$ cat config.mk
export PLATFORM = sky130hd
export DESIGN_NAME = stby_ctrl_top
export DESIGN_NICKNAME = d
export VERILOG_FILES = /design/src/rtl/stby_pkg.sv /design/src/rtl/stby_ctl_reg.sv /design/src/rtl/stby_mode_seq.sv /design/src/rtl/stby_pin_ctl.sv /design/src/rtl/stby_ctrl_top.sv
export SDC_FILE = /design/constraint.sdc
export NUM_CORES = 1
export LEC_CHECK = 0
export BUFFER_PORTS_ARGS = -buffer_cell sky130_fd_sc_hd__buf_2
export CORE_UTILIZATION = 39
export CTS_BUF_LIST = sky130_fd_sc_hd__clkbuf_8 sky130_fd_sc_hd__clkbuf_16
export CTS_CLUSTER_SIZE = 12
export DETAILED_ROUTE_END_ITERATION = 16
export GPL_TIMING_DRIVEN = 0
export MAX_ROUTING_LAYER = met4
export PLACE_DENSITY = 0.87
export SLEW_MARGIN = 40
export SYNTH_ARGS = -nofsm -noshare
export SYNTH_HDL_FRONTEND = slang
export SYNTH_HIERARCHICAL = 1
export SYNTH_SLANG_ARGS = --single-unit
$ cat constraint.sdc
create_clock -name clk -period 3.1 [get_ports clk]
set_input_delay 0.31 -clock clk [delete_from_list [all_inputs] [get_ports clk]]
set_output_delay 0.31 -clock clk [all_outputs]
set_load 0.02 [all_outputs]
$ cat src/rtl/stby_pkg.sv
package stby_pkg;

    typedef enum logic [1:0] {
        PM_RUN   = 2'b00,
        PM_SLEEP = 2'b01,
        PM_STOP  = 2'b10
    } pwr_mode_e;

    localparam int REG_W     = 8;
    localparam int BIT_STOP  = 7;
    localparam int BIT_SLEEP = 6;
    localparam int BIT_PINS  = 5;
    localparam int BIT_SWRST = 4;
    localparam int BIT_TMR   = 3;

    typedef struct packed {
        logic pinsel;
        logic tmr;
        logic swrst;
    } ctl_reg_t;

    typedef struct packed {
        pwr_mode_e mode;
        logic      cpu_en;
        logic      per_en;
    } seq_state_t;

endpackage

$ cat src/rtl/stby_ctl_reg.sv
module stby_ctl_reg
    import stby_pkg::*;
(
    input  logic             clk,
    input  logic             rst_n,
    input  logic             wr_en,
    input  logic [REG_W-1:0] wdata,
    output logic [REG_W-1:0] rdata,
    output logic             stop_req,
    output logic             sleep_req,
    output logic             pinsel,
    output logic             tmr_sel,
    output logic             swrst_pulse
);

    ctl_reg_t reg_d, reg_q;
    logic     unused_low_bits;

    assign unused_low_bits = ^wdata[2:0];

    always_comb begin
        reg_d       = reg_q;
        reg_d.swrst = 1'b0;
        if (wr_en) begin
            reg_d.pinsel = wdata[BIT_PINS];
            reg_d.tmr    = wdata[BIT_TMR];
            reg_d.swrst  = wdata[BIT_SWRST];
        end
    end

    always_ff @(posedge clk or negedge rst_n) begin
        if (!rst_n) reg_q <= '0;
        else        reg_q <= reg_d;
    end

    always_comb begin
        rdata           = '0;
        rdata[BIT_PINS] = reg_q.pinsel;
    end

    assign stop_req    = wr_en & wdata[BIT_STOP];
    assign sleep_req   = wr_en & wdata[BIT_SLEEP];
    assign pinsel      = reg_q.pinsel;
    assign tmr_sel     = reg_q.tmr;
    assign swrst_pulse = reg_q.swrst;

    AST_SWRST_SOURCE: assert property (@(posedge clk) disable iff (!rst_n)
        swrst_pulse |-> $past(wr_en && wdata[BIT_SWRST]));
    AST_TMR_FOLLOWS: assert property (@(posedge clk) disable iff (!rst_n)
        wr_en |=> (tmr_sel == $past(wdata[BIT_TMR])));

endmodule

$ cat src/rtl/stby_mode_seq.sv
module stby_mode_seq
    import stby_pkg::*;
(
    input  logic      clk,
    input  logic      rst_n,
    input  logic      stop_req,
    input  logic      sleep_req,
    input  logic      irq_pending,
    input  logic      wake_evt,
    output pwr_mode_e mode,
    output logic      cpu_clk_en,
    output logic      per_clk_en
);

    seq_state_t st_d, st_q;

    always_comb begin
        st_d = st_q;
        unique case (st_q.mode)
            PM_RUN: begin
                if (!irq_pending) begin
                    if (stop_req)       st_d.mode = PM_STOP;
                    else if (sleep_req) st_d.mode = PM_SLEEP;
                end
            end
            PM_SLEEP, PM_STOP: begin
                if (irq_pending || wake_evt) st_d.mode = PM_RUN;
            end
            default: st_d.mode = PM_RUN;
        endcase
        st_d.cpu_en = (st_d.mode == PM_RUN);
        st_d.per_en = (st_d.mode != PM_STOP);
    end

    always_ff @(posedge clk or negedge rst_n) begin
        if (!rst_n) begin
            st_q.mode   <= PM_RUN;
            st_q.cpu_en <= 1'b1;
            st_q.per_en <= 1'b1;
        end else begin
            st_q <= st_d;
        end
    end

    assign mode       = st_q.mode;
    assign cpu_clk_en = st_q.cpu_en;
    assign per_clk_en = st_q.per_en;

    AST_REQ_BLOCKED: assert property (@(posedge clk) disable iff (!rst_n)
        (mode == PM_RUN && (stop_req || sleep_req) && irq_pending) |=> mode == PM_RUN);
    AST_STOP_WINS: assert property (@(posedge clk) disable iff (!rst_n)
        (mode == PM_RUN && stop_req && !irq_pending) |=> mode == PM_STOP);
    AST_SLEEP_ENTRY: assert property (@(posedge clk) disable iff (!rst_n)
        (mode == PM_RUN && sleep_req && !stop_req && !irq_pending) |=> mode == PM_SLEEP);
    AST_WAKE_EXIT: assert property (@(posedge clk) disable iff (!rst_n)
        (mode != PM_RUN && (irq_pending || wake_evt)) |=> mode == PM_RUN);
    AST_LOWPWR_HOLD: assert property (@(posedge clk) disable iff (!rst_n)
        (mode != PM_RUN && !irq_pending && !wake_evt) |=> $stable(mode));
    AST_STOP_CLOCKS: assert property (@(posedge clk) disable iff (!rst_n)
        (mode == PM_STOP) |-> (!cpu_clk_en && !per_clk_en));
    AST_SLEEP_CLOCKS: assert property (@(posedge clk) disable iff (!rst_n)
        (mode == PM_SLEEP) |-> (!cpu_clk_en && per_clk_en));

endmodule

$ cat src/rtl/stby_pin_ctl.sv
module stby_pin_ctl
    import stby_pkg::*;
#(
    parameter int NPIN = 8
) (
    input  logic            clk,
    input  logic            rst_n,
    input  pwr_mode_e       mode,
    input  logic            pinsel,
    input  logic [NPIN-1:0] pullup_en,
    output logic [NPIN-1:0] pin_hiz,
    output logic [NPIN-1:0] pin_pullup
);

    logic release_pins;

    assign release_pins = (mode == PM_STOP) && pinsel;

    for (genvar p = 0; p < NPIN; p++) begin : g_pin
        assign pin_hiz[p]    = release_pins;
        assign pin_pullup[p] = release_pins & pullup_en[p];
    end

    AST_HIZ_ONLY_STOP: assert property (@(posedge clk) disable iff (!rst_n)
        (|pin_hiz) |-> (mode == PM_STOP && pinsel));
    AST_STOP_RELEASES: assert property (@(posedge clk) disable iff (!rst_n)
        (mode == PM_STOP && pinsel) |-> (&pin_hiz));

endmodule

$ cat src/rtl/stby_ctrl_top.sv
module stby_ctrl_top
    import stby_pkg::*;
#(
    parameter int NPIN = 8
) (
    input  logic            clk,
    input  logic            rst_n,
    input  logic            wr_en,
    input  logic [7:0]      wdata,
    output logic [7:0]      rdata,
    input  logic            irq_pending,
    input  logic            wake_evt,
    input  logic [NPIN-1:0] pullup_en,
    output logic [1:0]      pwr_mode,
    output logic            cpu_clk_en,
    output logic            per_clk_en,
    output logic [NPIN-1:0] pin_hiz,
    output logic [NPIN-1:0] pin_pullup,
    output logic            swrst_pulse,
    output logic            tmr_sel
);

    logic      stop_req, sleep_req, pinsel;
    pwr_mode_e mode;

    stby_ctl_reg u_reg (
        .clk         (clk),
        .rst_n       (rst_n),
        .wr_en       (wr_en),
        .wdata       (wdata),
        .rdata       (rdata),
        .stop_req    (stop_req),
        .sleep_req   (sleep_req),
        .pinsel      (pinsel),
        .tmr_sel     (tmr_sel),
        .swrst_pulse (swrst_pulse)
    );

    stby_mode_seq u_seq (
        .clk         (clk),
        .rst_n       (rst_n),
        .stop_req    (stop_req),
        .sleep_req   (sleep_req),
        .irq_pending (irq_pending),
        .wake_evt    (wake_evt),
        .mode        (mode),
        .cpu_clk_en  (cpu_clk_en),
        .per_clk_en  (per_clk_en)
    );

    stby_pin_ctl #(.NPIN(NPIN)) u_pins (
        .clk        (clk),
        .rst_n      (rst_n),
        .mode       (mode),
        .pinsel     (pinsel),
        .pullup_en  (pullup_en),
        .pin_hiz    (pin_hiz),
        .pin_pullup (pin_pullup)
    );

    assign pwr_mode = mode;

endmodule

==> reports/results.ini <==
[floorplan]
start_util_pct=43.4
die_x_um=40.8
dieHeight_um=40.8
core-area_um2=1350
fp-row-count=13
die_area_um2=1660
num_io_pins=51

[clock_network]
cts_hold_buf=1
postCtsSetupRepairBufs=0
h-tree-depth=1
cts_sinks=7
ctsRootBufferMaster=clkbuf_8
tritoncts=built
cts_buffer_depth=2
cts_made_buffers=3
clk_pin_slew_ps=40
clock_latency_ps=220
cts_resized=0

[routing]
ant_nets=0
drt_wl_total_mm=1.27
drt_iter0_markers=8
dr.pass1.iters=4
avgViaCountPerCell=4.64
route.detailed.drc=0
vias=571
avgRoutedWirePerCell_um=10.3

[layout]
multi_input_area_um2=299
area_growth_pct=50.6
fin_nets=132
register_area_um2=178
n_antenna_cell=0
fillerInstances=122
final_layout_size_suffix_gt1_share_pct=61.1
stdcell_area_um2=882

[sta]
setup_viol=0
skew_ps=0.0596
final.setup.tns_ps=0
maxSlewViolCount=0
finalHoldViolCount=0
post-route-period-util_pct=56.7
rsz0062_at_grt=false
min_period_ps=1760
max_freq_mhz=569

[synthesis]
ys_seq_elements=7
syn_area_um2=586
synth.distinct_cells=22
syn_inst=57
yosys_warnings=6
synth_seq_area_share_pct=30.3
avgSynthCellArea_um2=10.3

[worst_setup_path]
worstPathCellList=and3b_1 -> buf_4 -> buf_2
end_kind=output pin
crit_path_end=pin_hiz[0]
r2r-end=u_seq/cpu_clk_en$_DFF_PN1_
critPathLaunchType=flop
arrival_ps=1450
slowest_delay_ps=510
r2r_start=u_seq/mode[0]$_DFF_PN0_
reg2regPathDepth=5
cp.required_ps=2790
startpoint=u_seq/mode[0]$_DFF_PN0_
crit_type=reg -> out
slowest_stage=dfrtp_1
reg2reg_slack_ps=1490
critPathMaxFanout=15

[flow_run]
max-cap-violations=0

[power_and_ir_drop]
ir_worst_vdd_uv=289
power_density_nw_per_um2=604
leakage_nw=0.531

[global_routing]
grt_pass1_wl_mm=1.73
antenna_found_initial=0
grt-ovfl-total=0
grt_usage_pct=17.2
grt_max_degree=16
grt_pass1_vias=431

[placed_design]
hpwlAfterDp_um=985
placed_area_um2=827
io_buffers=40
place_congestion=0.807

[status]
status=finished clean

[worst_hold_path]
min_path_type=in -> reg

==> synth_stat cells <==
cell type,number,area [um2]
a21oi_1,2,10.0
a31o_1,1,8.76
and2_1,3,18.8
and3b_1,1,8.76
and4b_1,8,80.1
buf_4,16,120
conb_1,1,3.75
dfrtp_1,5,125
dfstp_2,2,52.6
ha_1,2,25.0
inv_1,3,11.3
mux2_4,2,30.0
nand2_1,2,7.51
nand3b_1,1,7.51
nand4b_1,1,8.76
nand4bb_1,1,11.3
nor2b_2,1,8.76
nor3b_2,1,12.5
o211ai_1,1,7.51
o21a_1,1,7.51
o21ai_0,1,5.00
o221ai_2,1,15.0
==> layout by cell type, fill, tap and decap left out, types with 2 or more instances in the layout <==
cell and count:
and2_1 3, a21oi_1 2, clkbuf_8 3, and4b_1 8, nand2_1 2, mux2_4 2
buf_2 40, dfstp_2 2, dfrtp_1 5, inv_1 4, conb_1 7, buf_4 16
ha_1 2
==> critical path: cells and delay by family, from the launching register on <==
family,cells,cell delay (ps)
flops,1,510
simple gates,1,410
buf+inv,2,300
==> worst min path at each step <==
stage	from	endpoint	slack, ps	depth (start not counted)
2_1_floorplan	rst_n	u_reg/pinsel$_DFFE_PN0P_	10	0
3_3_place_gp	rst_n	u_reg/swrst_pulse$_DFF_PN0_	140	1
3_5_place_dp	rst_n	u_reg/swrst_pulse$_DFF_PN0_	140	1
4_1_cts	wdata[4]	u_reg/swrst_pulse$_DFF_PN0_	300	2
5_1_grt	wdata[4]	u_reg/swrst_pulse$_DFF_PN0_	300	2
6_report	wdata[4]	u_reg/swrst_pulse$_DFF_PN0_	300	2
==> report_power, final <==
part	internal, W	switching, W	leakage (nW)
logic	0.000120	0.000139	0.420
clock network	0.0000853	0.0000365	0.0269
registers	0.000119	0.0000329	0.0838
total	0.000325	0.000208	0.531
==> logic make-up after synthesis <==
logic type / synth area share [%]
buf+inv: 22.4
fa+ha+maj: 4.27
other cells: 0.640
compound gates: 9.19
flops: 30.3
mux: 5.13
simple gates: 28.0
==> routing by layer <==
layer / GRT usage, % / up-vias / routed length [um]
met2: 27.0 / 30 / 656
met5: - / - / 0
met3: 1.63 / 4 / 69
li1: - / 284 / -
met1: 19.5 / 253 / 500
met4: 15.0 / 0 / 45
==> flip-flops by register name, indices dropped and copies added, names as in the netlist <==
| name | count |
|---|---|
| u_seq/mode | 2 |
| u_reg/pinsel | 1 |
| u_reg/tmr_sel | 1 |
| u_seq/per_clk_en | 1 |
| u_reg/swrst_pulse | 1 |
| u_seq/cpu_clk_en | 1 |
==> per-stage QoR <==
step                      worst slack [ps]  instances  hold slack, ps  total power [W]  utilization [%]
after floorplan                       1590         63            14.4         0.000331                -
after global placement                1570        118             138         0.000401             61.3
after detailed placement              1500        118             140         0.000411             61.3
after CTS                             1330        123             297         0.000536             65.3
after global routing                  1210        123             298         0.000571             65.3
final                                 1340        123             299         0.000533             65.3
==> final cells by class <==
class / count / area share (%)
clock inverters: 1 / 0.426
clock buffers: 3 / 4.68
multi-input cells: 37 / 33.9
plain buffers: 16 / 13.6
well taps: 15 / 2.13
inverters: 3 / 1.28
flip-flops and latches: 7 / 20.1
repair buffers: 41 / 23.8
Note: power is estimated with default switching activity, not from simulation.
